--- src/rtl/pcm_sync_pkg.sv ---
package pcm_sync_pkg;
  typedef enum logic [1:0] {
    ST_IDLE   = 2'd0,
    ST_FIRST  = 2'd1,
    ST_VERIFY = 2'd2,
    ST_LOCK   = 2'd3
  } trk_state_e;

  localparam int NUM_DIR = 3;
endpackage

--- src/rtl/pst_bit_tick.sv ---
module pst_bit_tick (
  input  logic clk,
  input  logic rst_n,
  input  logic dbl_rate,
  output logic bit_en
);
  logic phase_q;

  always_ff @(posedge clk or negedge rst_n) begin
    if (!rst_n) phase_q <= 1'b0;
    else        phase_q <= ~phase_q;
  end

  assign bit_en = ~dbl_rate | phase_q;

  // in double-rate operation no two adjacent clocks are both bit times
  a_r2_half_rate: assert property (@(posedge clk) disable iff (!rst_n)
    (dbl_rate && bit_en) |=> (!bit_en || !dbl_rate));
endmodule

--- src/rtl/pst_lock_fsm.sv ---
module pst_lock_fsm
  import pcm_sync_pkg::*;
#(
  parameter int CNT_W    = 11,
  parameter int BASE_LEN = 256
) (
  input  logic             clk,
  input  logic             rst_n,
  input  logic             bit_en,
  input  logic             fsync,
  input  logic [1:0]       mode,
  output logic [CNT_W-1:0] pos_q,
  output logic [CNT_W-1:0] pos_next,
  output logic             lock_next,
  output logic             locked
);
  localparam int LEN_W = CNT_W + 1;
  localparam logic [CNT_W-1:0] CNT_MAX = {CNT_W{1'b1}};

  trk_state_e       st_q, st_n;
  logic [CNT_W-1:0] cnt_q, cnt_n;
  logic [LEN_W-1:0] len_q, len_n;
  logic [LEN_W-1:0] period, max_len;
  logic             fs_q, edge_w;

  always_ff @(posedge clk or negedge rst_n) begin
    if (!rst_n)      fs_q <= 1'b0;
    else if (bit_en) fs_q <= fsync;
  end

  assign edge_w = bit_en & fsync & ~fs_q;
  assign period = {1'b0, cnt_q} + LEN_W'(1);

  always_comb begin
    case (mode)
      2'd0:    max_len = LEN_W'(BASE_LEN);
      2'd1:    max_len = LEN_W'(2 * BASE_LEN);
      default: max_len = LEN_W'(4 * BASE_LEN);
    endcase
  end

  always_comb begin
    st_n  = st_q;
    cnt_n = cnt_q;
    len_n = len_q;
    if (bit_en) begin
      cnt_n = (cnt_q == CNT_MAX) ? cnt_q : cnt_q + 1'b1;
      case (st_q)
        ST_IDLE: begin
          if (edge_w) begin
            st_n  = ST_FIRST;
            cnt_n = '0;
          end
        end
        ST_FIRST: begin
          if (edge_w) begin
            cnt_n = '0;
            if (period <= max_len) begin
              len_n = period;
              st_n  = ST_VERIFY;
            end
          end else if (cnt_q == CNT_MAX) begin
            st_n = ST_IDLE;
          end
        end
        ST_VERIFY: begin
          if (edge_w) begin
            cnt_n = '0;
            if (period == len_q)       st_n  = ST_LOCK;
            else if (period <= max_len) len_n = period;
            else                        st_n  = ST_FIRST;
          end else if (period == len_q) begin
            st_n = ST_IDLE;
          end
        end
        default: begin
          if (edge_w) begin
            cnt_n = '0;
            if (period != len_q) st_n = ST_FIRST;
          end else if (period == len_q) begin
            st_n = ST_IDLE;
          end
        end
      endcase
    end
  end

  always_ff @(posedge clk or negedge rst_n) begin
    if (!rst_n) begin
      st_q  <= ST_IDLE;
      cnt_q <= '0;
      len_q <= '0;
    end else begin
      st_q  <= st_n;
      cnt_q <= cnt_n;
      len_q <= len_n;
    end
  end

  assign pos_q     = cnt_q;
  assign pos_next  = cnt_n;
  assign lock_next = (st_n == ST_LOCK);
  assign locked    = (st_q == ST_LOCK);

  // lock is only ever entered on a sampled sync edge
  a_r4_lock_on_edge: assert property (@(posedge clk) disable iff (!rst_n)
    $rose(st_q == ST_LOCK) |-> $past(edge_w));

  // a sync edge restarts the frame position at zero
  a_r3_edge_zero: assert property (@(posedge clk) disable iff (!rst_n)
    edge_w |=> (cnt_q == '0));

  // a stored length is never below two bits or above the largest limit
  a_r5_len_range: assert property (@(posedge clk) disable iff (!rst_n)
    (st_q == ST_VERIFY || st_q == ST_LOCK) |->
      (len_q >= LEN_W'(2) && len_q <= LEN_W'(4 * BASE_LEN)));

  // no edge at the due bit while locked drops lock
  a_r7_missing_drop: assert property (@(posedge clk) disable iff (!rst_n)
    (locked && bit_en && !edge_w && period == len_q) |=> !locked);
endmodule

--- src/rtl/pst_frame_marker.sv ---
module pst_frame_marker #(
  parameter int CNT_W = 11
) (
  input  logic             clk,
  input  logic             rst_n,
  input  logic             bit_en,
  input  logic             lock_next,
  input  logic             locked,
  input  logic [CNT_W-1:0] pos_next,
  input  logic [CNT_W-1:0] offset,
  output logic             sof
);
  always_ff @(posedge clk or negedge rst_n) begin
    if (!rst_n) sof <= 1'b0;
    else        sof <= bit_en & lock_next & (pos_next == offset);
  end

  // a frame-start marker only appears while locked
  a_r10_sof_locked: assert property (@(posedge clk) disable iff (!rst_n)
    sof |-> locked);
endmodule

--- src/rtl/pcm_sync_tracker.sv ---
module pcm_sync_tracker
  import pcm_sync_pkg::*;
#(
  parameter int CNT_W    = 11,
  parameter int BASE_LEN = 256
) (
  input  logic             clk,
  input  logic             rst_n,
  input  logic             fsync,
  input  logic [1:0]       mode,
  input  logic             dbl_rate,
  input  logic [CNT_W-1:0] off_in,
  input  logic [CNT_W-1:0] off_out,
  input  logic [CNT_W-1:0] off_ctl,
  output logic             sync_lost,
  output logic [2:0]       bit_cnt,
  output logic [CNT_W-4:0] slot_cnt,
  output logic             sof_in,
  output logic             sof_out,
  output logic             sof_ctl
);
  logic             bit_en, lock_next, locked;
  logic [CNT_W-1:0] pos_q, pos_next;
  logic [CNT_W-1:0] offs [NUM_DIR];
  logic [NUM_DIR-1:0] sofs;

  pst_bit_tick u_tick (
    .clk(clk), .rst_n(rst_n), .dbl_rate(dbl_rate), .bit_en(bit_en)
  );

  pst_lock_fsm #(.CNT_W(CNT_W), .BASE_LEN(BASE_LEN)) u_fsm (
    .clk(clk), .rst_n(rst_n), .bit_en(bit_en), .fsync(fsync), .mode(mode),
    .pos_q(pos_q), .pos_next(pos_next), .lock_next(lock_next), .locked(locked)
  );

  assign offs[0] = off_in;
  assign offs[1] = off_out;
  assign offs[2] = off_ctl;

  for (genvar d = 0; d < NUM_DIR; d++) begin : g_dir
    pst_frame_marker #(.CNT_W(CNT_W)) u_mark (
      .clk(clk), .rst_n(rst_n), .bit_en(bit_en), .lock_next(lock_next),
      .locked(locked), .pos_next(pos_next), .offset(offs[d]), .sof(sofs[d])
    );
  end

  assign sof_in    = sofs[0];
  assign sof_out   = sofs[1];
  assign sof_ctl   = sofs[2];
  assign sync_lost = ~locked;
  assign bit_cnt   = pos_q[2:0];
  assign slot_cnt  = pos_q[CNT_W-1:3];
endmodule

--- config.mk ---
export PLATFORM = sky130hd
export DESIGN_NAME = pcm_sync_tracker
export DESIGN_NICKNAME = d
export VERILOG_FILES = /design/src/rtl/pcm_sync_pkg.sv /design/src/rtl/pst_bit_tick.sv /design/src/rtl/pst_lock_fsm.sv /design/src/rtl/pst_frame_marker.sv /design/src/rtl/pcm_sync_tracker.sv
export SDC_FILE = /design/constraint.sdc
export NUM_CORES = 1
export LEC_CHECK = 0
export BUFFER_PORTS_ARGS = -buffer_cell sky130_fd_sc_hd__buf_2
export CORE_MARGIN = 4
export CORE_UTILIZATION = 37
export DETAILED_ROUTE_END_ITERATION = 8
export RECOVER_POWER = 50
export SYNTH_ARGS = -nofsm -noshare
export SYNTH_HDL_FRONTEND = slang
export SYNTH_SLANG_ARGS = --single-unit
--- constraint.sdc ---
create_clock -name clk -period 4.7 [get_ports clk]
set_input_delay 0.47 -clock clk [delete_from_list [all_inputs] [get_ports clk]]
set_output_delay 0.47 -clock clk [all_outputs]
set_load 0.01 [all_outputs]
==> impl_metrics.py <==
metrics = {
    "cells_and_area": {
        "final_cell_count_no_fill": 450,
        "drive_gt1_share_pct": 22.8,
        "n_antenna_cell": 0,
        "final_common_cell": "buf_2",
        "area_growth_pct": 11.4,
        "fin_area_um2": 3190,
        "fin_nets": 398,
        "final_cell_mix": "47 x buf_2, 30 x dfrtp_1, 26 x xor2_1",
    },
    "sta": {
        "finalSetupTns_ps": 0,
        "max_freq_ghz": 0.250,
        "slew_headroom_pct": -13.0,
        "finalSetupViolCount": 0,
        "slew_viol_final": 31,
        "whs_ps": 414,
        "min_period_ps": 4000,
        "tightest_slew_ps": 1690,
        "rsz0062_at_grt": "false",
        "finalHoldViolCount": 0,
        "post-route-period-util_pct": 85.0,
        "fin_ws_ps": 703,
        "skew_ps": 5.41,
    },
    "critical_path": {
        "cp.arrival_ps": 4170,
        "start_kind": "register",
        "cpMaxStageDelayCell": "a21oi_2",
        "max_stage_delay_ps": 630,
        "path_max_fanout": 12,
        "cp-end-kind": "register",
        "crit_type": "register to register",
        "cp.required_ps": 4870,
        "crit_chain": "ha_1 -> nand2_1 -> nor3_1 -> xor2_1 -> ha_1 -> nand4_1 -> a211o_1 -> a21oi_2 -> o2111ai_1 -> a21oi_2 -> mux2_2",
    },
    "grt": {
        "grt_usage_pct": 19.1,
        "antenna_found_initial": 0,
        "first_global_vias": 2547,
        "grt_pass1_wl_um": 13300,
        "grt_max_degree": 31,
        "grt_remaining_overflow": 0,
    },
    "die": {
        "num_io_pins": 54,
        "rows": 31,
        "die_y_um": 96.0,
        "dieArea_um2": 9210,
        "placeableCoreArea_um2": 7370,
        "die_w_um": 96.0,
        "initial_utilization_pct": 38.9,
    },
    "placement": {
        "dpl.hpwl_um": 6250,
        "place_congestion": 0.849,
        "dp.cells": 442,
        "place_ws_ps": 734,
        "port_buffers": 53,
        "dpl_cell_area_um2": 3110,
    },
    "clock_network": {
        "clockBufferDepth": 2,
        "cts_sinks": 30,
        "cts_tree": "done",
        "clk_pin_slew_worst_paths_ps": 70,
        "cts_made_buffers": 5,
        "ctsResizeCount": 0,
        "hold_buffers": 0,
        "post_cts_buffers": 0,
        "htree_levels": 2,
        "worstSkewPairLatency_ps": 290,
        "root_buffer": "clkbuf_8",
    },
    "yosys": {
        "synth.area.top_cells": "dfrtp_1 26%, xor2_1 8.0%, xnor2_1 6.1%",
        "ys_ff_latch": 30,
        "synth_top_area_share_pct": 26.2,
        "async_flop_share_pct": 100,
        "synth.distinct_cells": 68,
        "ys.flop_type": "dfrtp_1",
        "synth_nets": 354,
        "syn_area_per_cell_um2": 9.36,
        "post-synth-top-area-cell": "dfrtp_1",
        "netlist_area_um2": 2860,
        "synthCells": 306,
        "yosysSeqAreaShare_pct": 26.2,
        "yosys_warnings": 0,
        "synth-edff-count": 0,
    },
    "routing": {
        "routed_wl_um": 8010,
        "drtIter0Drc": 125,
        "vias": 2552,
        "ant_nets": 0,
        "drc": 0,
        "drt_pre_antenna_iters": 4,
        "routedWlPerCell_um": 17.8,
        "via_per_inst": 5.67,
    },
    "run": {
        "cap_violations": 1,
    },
    "power": {
        "intPower_w": 0.000672,
        "ir_drop_uv": 156,
        "power_frac_seq_pct": 31.3,
        "power.density_nw_per_um2": 366,
        "comb_power_share_pct": 49.8,
        "netSwitchingFraction_pct": 42.4,
        "pwr-share-clk_pct": 18.9,
        "switching_power_w": 0.000494,
        "p_leak_nw": 1.40,
    },
    "run_status": {
        "outcome": "complete, but fails checks",
        "violations": "max-capacitance violations, max-slew violations",
    },
    "hold_path": {
        "hold_path.class": "primary input to register",
    },
}
[cells in the mapped netlist, drive strengths merged (3+ instances only)]
library cell  count
xnor3             3
clkbuf            4
nor2b             5
and3             11
nand2            17
nor2             10
a2111oi           5
inv              16
mux2             10
xnor2            22
a21oi            15
buf              16
xor2             26
nand3            10
o21ai             8
nor3             17
o2111ai           3
and4              3
nand2b            4
a211oi            6
nand4            11
a311oi            4
nor4              7
dfrtp            30
ha                9
[flip-flops by register name, indices dropped and copies added, names as in the netlist]
name and flops:
g_dir.u_mark.sof 3, u_fsm.fs_q 1, u_fsm.len_q 12, u_fsm.pos_q 11, u_fsm.st_q 2, u_tick.phase_q 1
[metrics by stage]
stage                     total power [W]  utilization [%]
after floorplan                  0.000808                -
after global placement           0.000942             42.1
after detailed placement         0.000946             42.1
after CTS                         0.00117             43.4
after global routing              0.00125             43.3
final                             0.00117             43.3
[cell type report]
cell class              count  area [µm²]
multi-input cells         240        1880
fillers                   774        4180
clock inverters             1        5.00
repair buffers             57         288
clock buffers               7        86.3
inverters                  16        60.1
flip-flops and latches     30         751
well taps                  99         124
[kinds of logic (layout without fill, tap and decap cells)]
| group | count (synthesis) | count (layout) | share of synthesized area (%) |
|---|---|---|---|
| fa+ha+maj | 9 | 9 | 3.93 |
| buf+inv | 36 | 81 | 8.30 |
| flops | 30 | 30 | 26.2 |
| simple gates | 101 | 101 | 20.2 |
| mux | 12 | 12 | 4.63 |
| compound gates | 67 | 67 | 19.1 |
| xor+xnor | 51 | 51 | 17.6 |
[routing by layer]
metal  global-route usage, %  share of wire, %  vias to the layer above
li1                        -                 -                     1224
met1                    25.4                46                     1217
met3                    3.91               7.1                       12
met5                       0                 0                        -
met2                    30.0                45                       99
met4                    7.82               1.6                        0
[path summary, 6_finish.rpt]
path	slack, ps	cells after the start	startpoint	to
setup reg to reg	700	11	u_fsm.pos_q[0]$_DFF_PN0_	u_fsm.len_q[9]$_DFFE_PN0P_
max in group asynchronous	3100	1	rst_n	g_dir[1].u_mark.sof$_DFF_PN0_
hold reg to reg	440	1	u_tick.phase_q$_DFF_PN0_	u_tick.phase_q$_DFF_PN0_
hold / removal	410	3	fsync	u_fsm.fs_q$_DFFE_PN0N_
setup / recovery	700	11	u_fsm.pos_q[0]$_DFF_PN0_	u_fsm.len_q[9]$_DFFE_PN0P_
min in group asynchronous	620	1	rst_n	u_tick.phase_q$_DFF_PN0_
[critical path, delay by kind of cell, from the launching register on]
family | cells | cell delay [ps]
XOR/XNOR | 1 | 150
AO/OA/AOI/OAI | 4 | 1390
adder cells (fa/ha/maj) | 2 | 690
flip-flops | 1 | 540
AND/OR/NAND/NOR | 3 | 700
multiplexers | 1 | 410
[power by group through the flow]
stage / logic (W) / registers [W] / clock network, W
after global placement: 0.000576 / 0.000366 / 0
after global routing: 0.000639 / 0.000372 / 0.000241
after detailed placement: 0.000578 / 0.000368 / 0
after CTS: 0.000581 / 0.000364 / 0.000224
after floorplan: 0.000464 / 0.000344 / 0
final: 0.000581 / 0.000365 / 0.000220
No activity file was read; power rests on OpenSTA's default activity.
